**src/rtl/pmc_pkg.sv**
```systemverilog
package pmc_pkg;

  typedef enum logic [1:0] {
    PM_RUN     = 2'd0,
    PM_WAIT    = 2'd1,
    PM_STOP    = 2'd2,
    PM_RESTART = 2'd3
  } pm_state_e;

  // Layout of the synchronized request vector (active high)
  localparam int REQ_W   = 5;
  localparam int RQ_IRQ  = 0;
  localparam int RQ_XIRQ = 1;
  localparam int RQ_RST  = 2;
  localparam int RQ_EDGE = 3;
  localparam int RQ_ANY  = 4;

endpackage

```
**src/rtl/pmc_sync.sv**
```systemverilog
module pmc_sync #(
  parameter int W = 1
) (
  input  logic         clk,
  input  logic         rst_n,
  input  logic [W-1:0] d_async,
  output logic [W-1:0] q_sync
);

  logic [W-1:0] stage1_q;
  logic [W-1:0] stage2_q;

  genvar g;
  generate
    for (g = 0; g < W; g++) begin : g_bit
      always_ff @(posedge clk or negedge rst_n) begin
        if (!rst_n) begin
          stage1_q[g] <= 1'b0;
          stage2_q[g] <= 1'b0;
        end else begin
          stage1_q[g] <= d_async[g];
          stage2_q[g] <= stage1_q[g];
        end
      end
    end
  endgenerate

  assign q_sync = stage2_q;

endmodule

```
**src/rtl/pmc_fsm.sv**
```systemverilog
module pmc_fsm
  import pmc_pkg::*;
#(
  parameter int RESTART_CYC = 8
) (
  input  logic             clk,
  input  logic             rst_n,
  input  logic             wait_stb,
  input  logic             stop_stb,
  input  logic             s_dis,
  input  logic             i_mask,
  input  logic             x_mask,
  input  logic             int_req,
  input  logic [REQ_W-1:0] req_s,
  output pm_state_e        state,
  output logic             wake_stb,
  output logic             wake_by_reset
);

  localparam int CW = (RESTART_CYC < 2) ? 1 : $clog2(RESTART_CYC);
  localparam logic [CW-1:0] CNT_LOAD = CW'(RESTART_CYC - 1);

  pm_state_e   state_q, state_nx;
  logic [CW-1:0] cnt_q, cnt_nx;
  logic        cnt_en;
  logic        cause_q, cause_nx;
  logic        wake_q, wake_nx;
  logic        byrst_q, byrst_nx;
  logic        wait_wake;
  logic        stop_wake;

  // Qualified wake for the shallow sleep: reset pin always, XIRQ by its
  // own mask, everything else by the maskable flag.
  assign wait_wake = req_s[RQ_RST]
                   | (req_s[RQ_XIRQ] & ~x_mask)
                   | (~i_mask & (req_s[RQ_IRQ] | req_s[RQ_EDGE] | int_req));
  assign stop_wake = req_s[RQ_ANY];

  always_comb begin
    state_nx = state_q;
    cnt_nx   = cnt_q;
    cnt_en   = 1'b0;
    cause_nx = cause_q;
    wake_nx  = 1'b0;
    byrst_nx = 1'b0;
    case (state_q)
      PM_RUN: begin
        if (stop_stb && !s_dis) begin
          state_nx = PM_STOP;
        end else if (wait_stb) begin
          state_nx = PM_WAIT;
        end
      end
      PM_WAIT: begin
        if (wait_wake) begin
          state_nx = PM_RUN;
          wake_nx  = 1'b1;
          byrst_nx = req_s[RQ_RST];
        end
      end
      PM_STOP: begin
        if (stop_wake) begin
          state_nx = PM_RESTART;
          cnt_nx   = CNT_LOAD;
          cnt_en   = 1'b1;
          cause_nx = req_s[RQ_RST];
        end
      end
      PM_RESTART: begin
        if (cnt_q == '0) begin
          state_nx = PM_RUN;
          wake_nx  = 1'b1;
          byrst_nx = cause_q;
        end else begin
          cnt_nx = cnt_q - 1'b1;
          cnt_en = 1'b1;
        end
      end
      default: state_nx = PM_RUN;
    endcase
  end

  always_ff @(posedge clk or negedge rst_n) begin
    if (!rst_n) begin
      state_q <= PM_RUN;
      cause_q <= 1'b0;
      wake_q  <= 1'b0;
      byrst_q <= 1'b0;
    end else begin
      state_q <= state_nx;
      cause_q <= cause_nx;
      wake_q  <= wake_nx;
      byrst_q <= byrst_nx;
    end
  end

  always_ff @(posedge clk or negedge rst_n) begin
    if (!rst_n) begin
      cnt_q <= '0;
    end else if (cnt_en) begin
      cnt_q <= cnt_nx;
    end
  end

  assign state         = state_q;
  assign wake_stb      = wake_q;
  assign wake_by_reset = byrst_q;

  AST_STOP_NOP: assert property (@(posedge clk) disable iff (!rst_n)
    (state_q == PM_RUN && stop_stb && s_dis && !wait_stb) |=> (state_q == PM_RUN));
  AST_WAKE_PULSE: assert property (@(posedge clk) disable iff (!rst_n)
    wake_q |=> !wake_q);
  AST_WAKE_AWAKE: assert property (@(posedge clk) disable iff (!rst_n)
    wake_q |-> (state_q == PM_RUN));
  AST_STOP_HOLD: assert property (@(posedge clk) disable iff (!rst_n)
    (state_q == PM_STOP && !req_s[RQ_ANY]) |=> (state_q == PM_STOP));
  AST_STOP_EXIT: assert property (@(posedge clk) disable iff (!rst_n)
    (state_q == PM_STOP) |=> (state_q == PM_STOP || state_q == PM_RESTART));
  AST_WAIT_EXIT: assert property (@(posedge clk) disable iff (!rst_n)
    (state_q == PM_WAIT) |=> (state_q == PM_WAIT || state_q == PM_RUN));

endmodule

```
**src/rtl/pmc_gate.sv**
```systemverilog
module pmc_gate
  import pmc_pkg::*;
(
  input  pm_state_e state,
  input  logic      i_mask,
  input  logic      cop_off,
  input  logic      spi_on,
  input  logic      sctx_on,
  input  logic      scrx_on,
  input  logic      adc_on,
  input  logic      wake_async,
  output logic      cpu_clk_en,
  output logic      tmr_clk_en,
  output logic      spi_clk_en,
  output logic      sctx_clk_en,
  output logic      scrx_clk_en,
  output logic      adc_clk_en,
  output logic      osc_en
);

  logic periph_ok;

  always_comb begin
    cpu_clk_en = 1'b0;
    tmr_clk_en = 1'b0;
    periph_ok  = 1'b0;
    case (state)
      PM_RUN: begin
        cpu_clk_en = 1'b1;
        tmr_clk_en = 1'b1;
        periph_ok  = 1'b1;
      end
      PM_WAIT: begin
        tmr_clk_en = ~(i_mask & cop_off);
        periph_ok  = 1'b1;
      end
      default: begin
        cpu_clk_en = 1'b0;
      end
    endcase
  end

  assign spi_clk_en  = periph_ok & spi_on;
  assign sctx_clk_en = periph_ok & sctx_on;
  assign scrx_clk_en = periph_ok & scrx_on;
  assign adc_clk_en  = periph_ok & adc_on;

  // Oscillator restart needs no clock: the raw wake level feeds it directly.
  assign osc_en = (state != PM_STOP) | wake_async;

endmodule

```
**src/rtl/pmc_top.sv**
```systemverilog
module pmc_top
  import pmc_pkg::*;
#(
  parameter int AW          = 16,
  parameter int RESTART_CYC = 8
) (
  input  logic          clk,
  input  logic          rst_n,
  input  logic          wait_stb,
  input  logic          stop_stb,
  input  logic          s_dis,
  input  logic          i_mask,
  input  logic          x_mask,
  input  logic          cop_off,
  input  logic          spi_on,
  input  logic          sctx_on,
  input  logic          scrx_on,
  input  logic          adc_on,
  input  logic          irq_n,
  input  logic          xirq_n,
  input  logic          rst_pin_n,
  input  logic          irq_edge_pend,
  input  logic          int_req,
  input  logic [AW-1:0] cpu_addr,
  input  logic [AW-1:0] stack_addr,
  output logic          cpu_clk_en,
  output logic          tmr_clk_en,
  output logic          spi_clk_en,
  output logic          sctx_clk_en,
  output logic          scrx_clk_en,
  output logic          adc_clk_en,
  output logic          osc_en,
  output logic          wake_stb,
  output logic          wake_by_reset,
  output logic          bus_hold,
  output logic [AW-1:0] bus_addr
);

  logic             wake_async;
  logic [REQ_W-1:0] req_raw;
  logic [REQ_W-1:0] req_s;
  pm_state_e        state;

  assign wake_async = ~irq_n | ~xirq_n | ~rst_pin_n | irq_edge_pend;

  assign req_raw[RQ_IRQ]  = ~irq_n;
  assign req_raw[RQ_XIRQ] = ~xirq_n;
  assign req_raw[RQ_RST]  = ~rst_pin_n;
  assign req_raw[RQ_EDGE] = irq_edge_pend;
  assign req_raw[RQ_ANY]  = wake_async;

  pmc_sync #(.W(REQ_W)) u_sync (
    .clk     (clk),
    .rst_n   (rst_n),
    .d_async (req_raw),
    .q_sync  (req_s)
  );

  pmc_fsm #(.RESTART_CYC(RESTART_CYC)) u_fsm (
    .clk           (clk),
    .rst_n         (rst_n),
    .wait_stb      (wait_stb),
    .stop_stb      (stop_stb),
    .s_dis         (s_dis),
    .i_mask        (i_mask),
    .x_mask        (x_mask),
    .int_req       (int_req),
    .req_s         (req_s),
    .state         (state),
    .wake_stb      (wake_stb),
    .wake_by_reset (wake_by_reset)
  );

  pmc_gate u_gate (
    .state       (state),
    .i_mask      (i_mask),
    .cop_off     (cop_off),
    .spi_on      (spi_on),
    .sctx_on     (sctx_on),
    .scrx_on     (scrx_on),
    .adc_on      (adc_on),
    .wake_async  (wake_async),
    .cpu_clk_en  (cpu_clk_en),
    .tmr_clk_en  (tmr_clk_en),
    .spi_clk_en  (spi_clk_en),
    .sctx_clk_en (sctx_clk_en),
    .scrx_clk_en (scrx_clk_en),
    .adc_clk_en  (adc_clk_en),
    .osc_en      (osc_en)
  );

  assign bus_hold = (state == PM_WAIT);
  assign bus_addr = bus_hold ? stack_addr : cpu_addr;

  AST_WAIT_OSC: assert property (@(posedge clk) disable iff (!rst_n)
    bus_hold |-> (osc_en && !cpu_clk_en));
  AST_TMR_GATED: assert property (@(posedge clk) disable iff (!rst_n)
    (bus_hold && i_mask && cop_off) |-> !tmr_clk_en);
  AST_DARK_STOP: assert property (@(posedge clk) disable iff (!rst_n)
    !osc_en |-> !(cpu_clk_en || tmr_clk_en || spi_clk_en || sctx_clk_en
                  || scrx_clk_en || adc_clk_en));
  AST_WAKE_CPU: assert property (@(posedge clk) disable iff (!rst_n)
    wake_stb |-> (cpu_clk_en && osc_en && !bus_hold));

endmodule

```
**config.mk**
```make
export PLATFORM = sky130hd
export DESIGN_NAME = pmc_top
export DESIGN_NICKNAME = d
export VERILOG_FILES = /design/src/rtl/pmc_pkg.sv /design/src/rtl/pmc_sync.sv /design/src/rtl/pmc_fsm.sv /design/src/rtl/pmc_gate.sv /design/src/rtl/pmc_top.sv
export SDC_FILE = /design/constraint.sdc
export NUM_CORES = 1
export LEC_CHECK = 0
export ABC_AREA = 1
export BUFFER_PORTS_ARGS = -buffer_cell sky130_fd_sc_hd__buf_2
export CAP_MARGIN = 20
export CORE_MARGIN = 8
export CORE_UTILIZATION = 43
export CTS_BUF_LIST = sky130_fd_sc_hd__clkbuf_16
export DETAILED_ROUTE_END_ITERATION = 16
export PLACE_DENSITY_LB_ADDON = 0.08
export SLEW_MARGIN = 10
export SYNTH_ARGS = -nofsm -noshare
export SYNTH_HDL_FRONTEND = slang
export SYNTH_SLANG_ARGS = --single-unit
```
**constraint.sdc**
```tcl
create_clock -name clk -period 3.2 [get_ports clk]
set_input_delay 0.32 -clock clk [delete_from_list [all_inputs] [get_ports clk]]
set_output_delay 0.32 -clock clk [all_outputs]
set_load 0.01 [all_outputs]
```
==> results.md, run 1 <==
* Initial cell density of the core at 0.440
* Synthesized cell area at 1050 um^2
* GRT Util Overall at 0.144
* Number of top-level pins at 75
* Die outline area at 4280 um^2
* Achievable frequency at 477 MHz
* Largest fanout on the critical path at 20
* Via/cell ratio at 4.40
* Synthesized area per cell at 7.10 um^2
* Period utilization at 0.656
* Combined area of the multi-input logic cells at 460 um^2
* Total count of max-transition violations in the final report at 0
* Critical path capture point type: primary output
* Number of buffers inserted during clock tree synthesis at 3
* Antenna violations before repair at 0
* Max clock buf depth at 2
* Top cell type by total area after synthesis: sky130_fd_sc_hd__dfrtp_1
* Layout overhead on the synthesized area at 42.5%
* Share of the core filled with cells at 0.627
* Total setup violations reported at the end of the flow at 0
* Clk slew on worst S/H paths at 50 ps
* Seq/Total Area, Yosys at 0.429
* Count of state elements after synthesis at 18
* Max Cap Violations at 0
* Row Count at 18
* Path type of the worst min-delay path: input port to register
* Worst Max-Slew Pin Slew at 457 ps
* Final routed wirelength across all metal layers at 2950 um
* Type of the setup path with the least slack: register to primary output
* Routing layer with the top usage in global route: met2
* Cell types occupying the most area after synthesis: sky130_fd_sc_hd__dfrtp_1 43%, sky130_fd_sc_hd__nand2_1 24%, sky130_fd_sc_hd__inv_1 7.1%, sky130_fd_sc_hd__buf_6 4.3%, sky130_fd_sc_hd__nor2_1 3.2%
* Cell chosen for the clock root: sky130_fd_sc_hd__clkbuf_16
* Arrival time at the worst endpoint at 1780 ps
* Post-Route Setup TNS at 0 ps
* Met2 global-route usage at 0.251
* Share of final-layout standard cells stronger than drive strength 1 at 0.396
* Synth cell types at 18
* Maximum number of pins on one net before global-route repair at 21
* Number of buffers inserted by port buffering at 74
* Non-Filler Instances at 252
* Yosys synthesis warning count at 0
* Hold-critical path depth at 1
* Detailed placement HPWL at 2490 um
* Layout Nets at 274
* Wire length of the first global-routing pass at 4900 um
* Share of Yosys cell area claimed by the top area cell type at 0.429
* Critical path required time at 2880 ps
* Clk Latency, worst-skew pair at 250 ps
* Placer congestion estimate at 0.871
* RSZ-0062 raised after global routing: no
* DIE HEIGHT at 65.4 um
* Via count at 1,109
* Core region area at 2390 um^2
* Critical R2R Capture: u_fsm.wake_by_reset
* Worst clock skew at 2.44 ps
* GRT Residual Overflow at 0
* Post-synth net total at 199
* Die W at 65.4 um
* Critical Path Source Type: register
* Pre-Repair DR Iteration Count at 4
* Setup fix buffers added after clock tree synthesis at 0
* Placed insts at 247
* Fill cell count at 212
* Clock net sink count at 18
* Pwr dens at 770 nW/um^2
* Final Hold Vio Count at 0
* Iteration-0 DRC Markers at 60
* Count of instances resized after the clock tree is built at 0
* Post-layout total power at 1150 uW
* Residual DRC count at 0
* Outcome: finished, final reports clean
* Internal reg-to-reg setup slack at 1690 ps
* Worst min-delay path endpoint: u_sync.stage1_q[3]
* Met1 layer usage reported by global route at 0.145
* Worst r2r path cells at 3
* Startpoint of the worst hold path: irq_edge_pend
* Worst rel slew slack at 0.694
* CTS tree: built
* Register Area at 450 um^2
* Pre-CTS worst setup slack at 1390 ps
* Shortest clock period the worst path allows after layout at 2100 ps
* Worst setup slack after layout at 1100 ps
* Vias in the first global route at 1,158
* Worst R2R Start: u_fsm.state[1]
* Worst-case vdd ir drop at 0.576 mV
* Average detailed-routed wire length per instance at 11.7 um
* Post-Synthesis Cells at 148
* Leakage power total at 0.000953 uW
* Routing usage on met3 at 0.0629
* Total inserted antenna cells at 0
* Antenna-violating nets left at 0
* CTS HTree Levels at 1
==> cell type report <==
| cell class | instances | share of cell area |
|---|---|---|
| clock buffer | 3 | 0.0501 |
| clock inverter | 1 | 0.00251 |
| inverter | 24 | 0.0602 |
| multi-input combinational | 101 | 0.307 |
| sequential | 18 | 0.301 |
| tap | 30 | 0.0251 |
| timing repair buffer | 75 | 0.254 |
==> logic make-up after synthesis <==
logic type / synth area share
AOI/OAI and AO/OA: 0.0440
buffers and inverters: 0.133
DFF: 0.429
adders and majority gates: 0.0238
and+or+nand+nor: 0.370
==> worst max path at each step <==
stage / startpoint / to / slack (ps) / depth (start not counted)
floorplan: u_fsm.state[1] / bus_addr[10] / 1860 / 6
global placement: u_fsm.state[1] / bus_addr[1] / 1450 / 5
detailed placement: u_fsm.state[1] / bus_addr[2] / 1390 / 5
CTS: u_fsm.state[1] / bus_addr[2] / 1110 / 5
global route: u_fsm.state[0] / bus_addr[9] / 930 / 6
finish: u_fsm.state[1] / bus_addr[4] / 1100 / 5
==> sequential cells by signal (all words and copies together), names as in the netlist <==
signal and cells:
u_fsm.cnt_q 3, u_sync.q_sync 5, u_fsm.wake_by_reset 1, u_fsm.wake_stb 1, u_fsm.state 2, u_fsm.cause_q 1, u_sync.stage1_q 5
==> placed cells by master (no fill, tap or decap) <==
cell	Yosys	routed
sky130_fd_sc_hd__o21ai_0	5	5
sky130_fd_sc_hd__a21oi_1	3	3
sky130_fd_sc_hd__inv_2	4	4
sky130_fd_sc_hd__nand3_4	1	1
sky130_fd_sc_hd__clkbuf_16	0	3
sky130_fd_sc_hd__nand3_1	6	6
sky130_fd_sc_hd__a31oi_1	1	1
sky130_fd_sc_hd__nand4_1	2	2
sky130_fd_sc_hd__ha_1	2	2
sky130_fd_sc_hd__dlygate4sd3_1	0	1
sky130_fd_sc_hd__clkinv_1	0	1
sky130_fd_sc_hd__nand2_4	1	1
sky130_fd_sc_hd__inv_1	20	20
sky130_fd_sc_hd__nor2_4	1	1
sky130_fd_sc_hd__nor2_1	9	9
sky130_fd_sc_hd__dfrtp_1	18	18
sky130_fd_sc_hd__nand2_2	3	3
sky130_fd_sc_hd__nor2_2	1	1
sky130_fd_sc_hd__buf_2	1	74
sky130_fd_sc_hd__nand2_1	66	66
==> routing by layer <==
| metal | share of wire | vias to the layer above |
|---|---|---|
| met5 | 0 | - |
| met1 | 0.37 | 460 |
| met4 | 0.015 | 0 |
| met2 | 0.46 | 58 |
| met3 | 0.16 | 5 |
| li1 | - | 586 |
==> through the flow <==
step | hold WS, ps | instance area [um^2]
after floorplan | 24.4 | 1050
after global placement | 263 | 1410
after detailed placement | 266 | 1410
after CTS | 187 | 1500
after global routing | 183 | 1500
final | 192 | 1500
==> cells in the mapped netlist <==
library cell / count
sky130_fd_sc_hd__ha_1: 2
sky130_fd_sc_hd__nand3_1: 6
sky130_fd_sc_hd__nand3_4: 1
sky130_fd_sc_hd__nand2_4: 1
sky130_fd_sc_hd__nand2_1: 66
sky130_fd_sc_hd__buf_2: 1
sky130_fd_sc_hd__dfrtp_1: 18
sky130_fd_sc_hd__a21oi_1: 3
sky130_fd_sc_hd__nand4_1: 2
sky130_fd_sc_hd__nor2_1: 9
sky130_fd_sc_hd__nor2_4: 1
sky130_fd_sc_hd__nand2_2: 3
sky130_fd_sc_hd__buf_6: 4
sky130_fd_sc_hd__inv_1: 20
sky130_fd_sc_hd__inv_2: 4
sky130_fd_sc_hd__nor2_2: 1
sky130_fd_sc_hd__a31oi_1: 1
sky130_fd_sc_hd__o21ai_0: 5
==> power breakdown <==
part | internal [uW] | leakage (uW) | switching (uW)
sequential | 279 | 0.000206 | 51.1
clock | 166 | 0.0000385 | 79.8
combinational | 219 | 0.000708 | 358
total | 663 | 0.000953 | 489
==> critical path, stage by stage, from the launching register on <==
cell                      delay, ps
sky130_fd_sc_hd__dfrtp_1        530
sky130_fd_sc_hd__nor2_4         460
sky130_fd_sc_hd__inv_2          240
sky130_fd_sc_hd__nand2_1        110
sky130_fd_sc_hd__nand2_1         60
sky130_fd_sc_hd__buf_2          130
==> what timing repair did <==
item / 4_1_cts / 5_1_grt
setup endpoints to repair: 0 / 0
hold buffers: 1 / 0
hold endpoints to repair: 10 / 0
Power figures use the tool's default switching activity.
==> inputs of run 2 (changes only) <==
--- a/config.mk
+++ b/config.mk
@@ -9,7 +9,7 @@
 export BUFFER_PORTS_ARGS = -buffer_cell sky130_fd_sc_hd__buf_2
 export CAP_MARGIN = 20
 export CORE_MARGIN = 8
-export CORE_UTILIZATION = 43
+export CORE_UTILIZATION = 36
 export CTS_BUF_LIST = sky130_fd_sc_hd__clkbuf_16
 export DETAILED_ROUTE_END_ITERATION = 16
 export PLACE_DENSITY_LB_ADDON = 0.08
==> constraint.sdc (replaced) <==
create_clock -name clk -period 1.9 [get_ports clk]
set_input_delay 0.19 -clock clk [delete_from_list [all_inputs] [get_ports clk]]
set_output_delay 0.19 -clock clk [all_outputs]
set_load 0.01 [all_outputs]
==> run 2 against run 1 <==
Against the previous run:
- clock-buffer cell count unchanged
- routed wire length rose by 0.58%
- utilization down 8.0 points
- register-to-register slack worse by 1100 ps
- critical endpoint is now bus_addr[1]
==> results.md, run 2 (synthesis gave the netlist of run 1 again) <==
* Outcome: finished, final reports clean (unchanged)
* Achievable frequency at 598 MHz
* Wire length of the first global-routing pass at 4910 um (was 4900 um)
* Arrival time at the worst endpoint at 1480 ps (was 1780 ps)
* Leakage power total at 0.000961 uW (was 0.000953 uW)
* Total count of max-transition violations in the final report at 0 (unchanged)
* Number of top-level pins at 75 (unchanged)
* Placed insts at 250 (was 247)
* Number of buffers inserted during clock tree synthesis at 3 (unchanged)
* Die outline area at 4900 um^2 (was 4280 um^2)
* Max clock buf depth at 2 (unchanged)
* GRT Residual Overflow at 0 (unchanged)
* Antenna violations before repair at 0 (unchanged)
* Worst R2R Start: u_fsm.cnt_q[0] (was u_fsm.state[1])
* Commonest cells after routing, fill and taps aside: 74 x sky130_fd_sc_hd__buf_2, 66 x sky130_fd_sc_hd__nand2_1, 20 x sky130_fd_sc_hd__inv_1, 18 x sky130_fd_sc_hd__dfrtp_1, 9 x sky130_fd_sc_hd__nor2_1 (unchanged)
* Largest fanout on the critical path at 17 (was 20)
* Combined area of the multi-input logic cells at 460 um^2 (unchanged)
* Worst min-delay path endpoint: u_sync.stage1_q[3] (unchanged)
* Max Cap Violations at 0 (unchanged)
* Residual DRC count at 0 (unchanged)
* Clk Latency, worst-skew pair at 240 ps (was 250 ps)
* Layout overhead on the synthesized area at 43.7% (was 42.5%)
* Critical path required time at 1710 ps (was 2880 ps)
* DIE HEIGHT at 70.0 um (was 65.4 um)
* Pre-Repair DR Iteration Count at 4 (unchanged)
* RSZ-0062 raised after global routing: no (unchanged)
* Critical R2R Capture: u_fsm.state[0] (was u_fsm.wake_by_reset)
* Share of final-layout standard cells stronger than drive strength 1 at 0.404 (was 0.396)
* Clk slew on worst S/H paths at 50 ps (about the same)
* Worst-case vdd ir drop at 1.07 mV (was 0.576 mV)
* Initial cell density of the core at 0.381 (was 0.440)
* Core region area at 2760 um^2 (was 2390 um^2)
* Total inserted antenna cells at 0 (unchanged)
* CTS HTree Levels at 1 (unchanged)
* Clock net sink count at 18 (unchanged)
* Worst Max-Slew Pin Slew at 377 ps (was 457 ps)
* Worst r2r path cells at 9 (was 3)
* Via count at 1,117 (was 1,109)
* Final routed wirelength across all metal layers at 2970 um (was 2950 um)
* Most common library cell in the layout ignoring fill and taps: sky130_fd_sc_hd__buf_2 (unchanged)
* Layout Nets at 276 (was 274)
* Period utilization at 0.881
* Average detailed-routed wire length per instance at 11.7 um (about the same)
* Via/cell ratio at 4.40 (about the same)
* Final Hold Vio Count at 0 (unchanged)
* Maximum number of pins on one net before global-route repair at 19 (was 21)
* Vias in the first global route at 1,108 (was 1,158)
* GRT Util Overall at 0.118 (was 0.144)
* Pwr dens at 1300 nW/um^2 (was 770 nW/um^2)
* Worst clock skew at 1.71 ps (was 2.44 ps)
* Fill cell count at 268 (was 212)
* Detailed placement HPWL at 2540 um (was 2490 um)
* Setup fix buffers added after clock tree synthesis at 0 (unchanged)
* Path type of the worst min-delay path: input port to register (unchanged)
* Shortest clock period the worst path allows after layout at 1670 ps
* Critical path capture point type: primary output (unchanged)
* Non-Filler Instances at 254 (was 252)
* Total setup violations reported at the end of the flow at 0 (unchanged)
* Cell chosen for the clock root: sky130_fd_sc_hd__clkbuf_16 (unchanged)
* Internal reg-to-reg setup slack at 580 ps (was 1690 ps)
* Row Count at 19 (was 18)
* Placer congestion estimate at 0.841 (was 0.871)
* Antenna-violating nets left at 0 (unchanged)
* CTS tree: built (unchanged)
* Post-Route Setup TNS at 0 ps (unchanged)
* Startpoint of the worst hold path: irq_edge_pend (unchanged)
* Worst rel slew slack at 0.749 (was 0.694)
* Register Area at 450 um^2 (unchanged)
* Iteration-0 DRC Markers at 20 (was 60)
* Die W at 70.0 um (was 65.4 um)
* Hold-critical path depth at 1 (unchanged)
* Number of buffers inserted by port buffering at 74 (unchanged)
* Type of the setup path with the least slack: register to primary output (unchanged)
* Critical Path Source Type: register (unchanged)
run 2: cell types whose count changed in the layout (fill, tap and decap cells not counted):
cell                       previous run  this run
sky130_fd_sc_hd__buf_4                0         2
sky130_fd_sc_hd__clkinv_1             1         0
run 2: metal layers:
layer  track usage  routed length, um  up-vias  share of wire
li1              -                  -      590              -
met1         0.128               1260      463           0.42
met2         0.191               1290       59           0.44
met3        0.0650                384        5           0.13
met4        0.0379                 31        0          0.010
met5             0                  0        -              0
run 2: layout make-up:
type | instances | area share
Clock buffer | 3 | 0.0497
Tap cell | 31 | 0.0257
Multi-Input combinational cell | 101 | 0.305
Inverter | 24 | 0.0597
Sequential cell | 18 | 0.298
Timing Repair Buffer | 77 | 0.262
run 2: power breakdown:
group          switching [uW]  internal, uW  total [uW]
sequential               58.7           471         529
clock                     125           276         401
combinational             638           393        1030
total                     822          1140        1960
run 2: what timing repair did:
action                                 4_1_cts  5_1_grt
gates resized for setup                      0        0
endpoints found under the hold margin       18        0
hold buffers                                 1        0
run 2: stage by stage:
step | setup slack, ps | power [uW] | util | hold WS [ps] | area (um^2)
CTS | 220 | 1990 | 0.548 | 63.9 | 1510
detailed placement | 490 | 1580 | 0.517 | 134 | 1430
global route | 98.8 | 2140 | 0.548 | 65.4 | 1510
global placement | 528 | 1560 | 0.517 | 139 | 1430
finish | 227 | 1960 | 0.548 | 65.8 | 1510
floorplan | 688 | 1270 | - | -106 | 1050
run 2: worst max-delay path by stage:
stage | end | slack (ps) | cells past startpoint | start
after floorplan | bus_addr[10] | 690 | 6 | u_fsm.state[1]
after global placement | bus_addr[14] | 530 | 6 | u_fsm.state[0]
after detailed placement | bus_addr[1] | 490 | 6 | u_fsm.state[0]
after CTS | bus_addr[1] | 220 | 6 | u_fsm.state[0]
after global routing | bus_addr[11] | 100 | 6 | u_fsm.state[0]
final | bus_addr[1] | 230 | 6 | u_fsm.state[0]
run 2: worst max-delay path, stage by stage, from the launching register on:
cell	delay [ps]
sky130_fd_sc_hd__dfrtp_1	490
sky130_fd_sc_hd__inv_2	90
sky130_fd_sc_hd__nor2_4	150
sky130_fd_sc_hd__buf_4	230
sky130_fd_sc_hd__nand2_1	80
sky130_fd_sc_hd__nand2_1	70
sky130_fd_sc_hd__buf_2	120
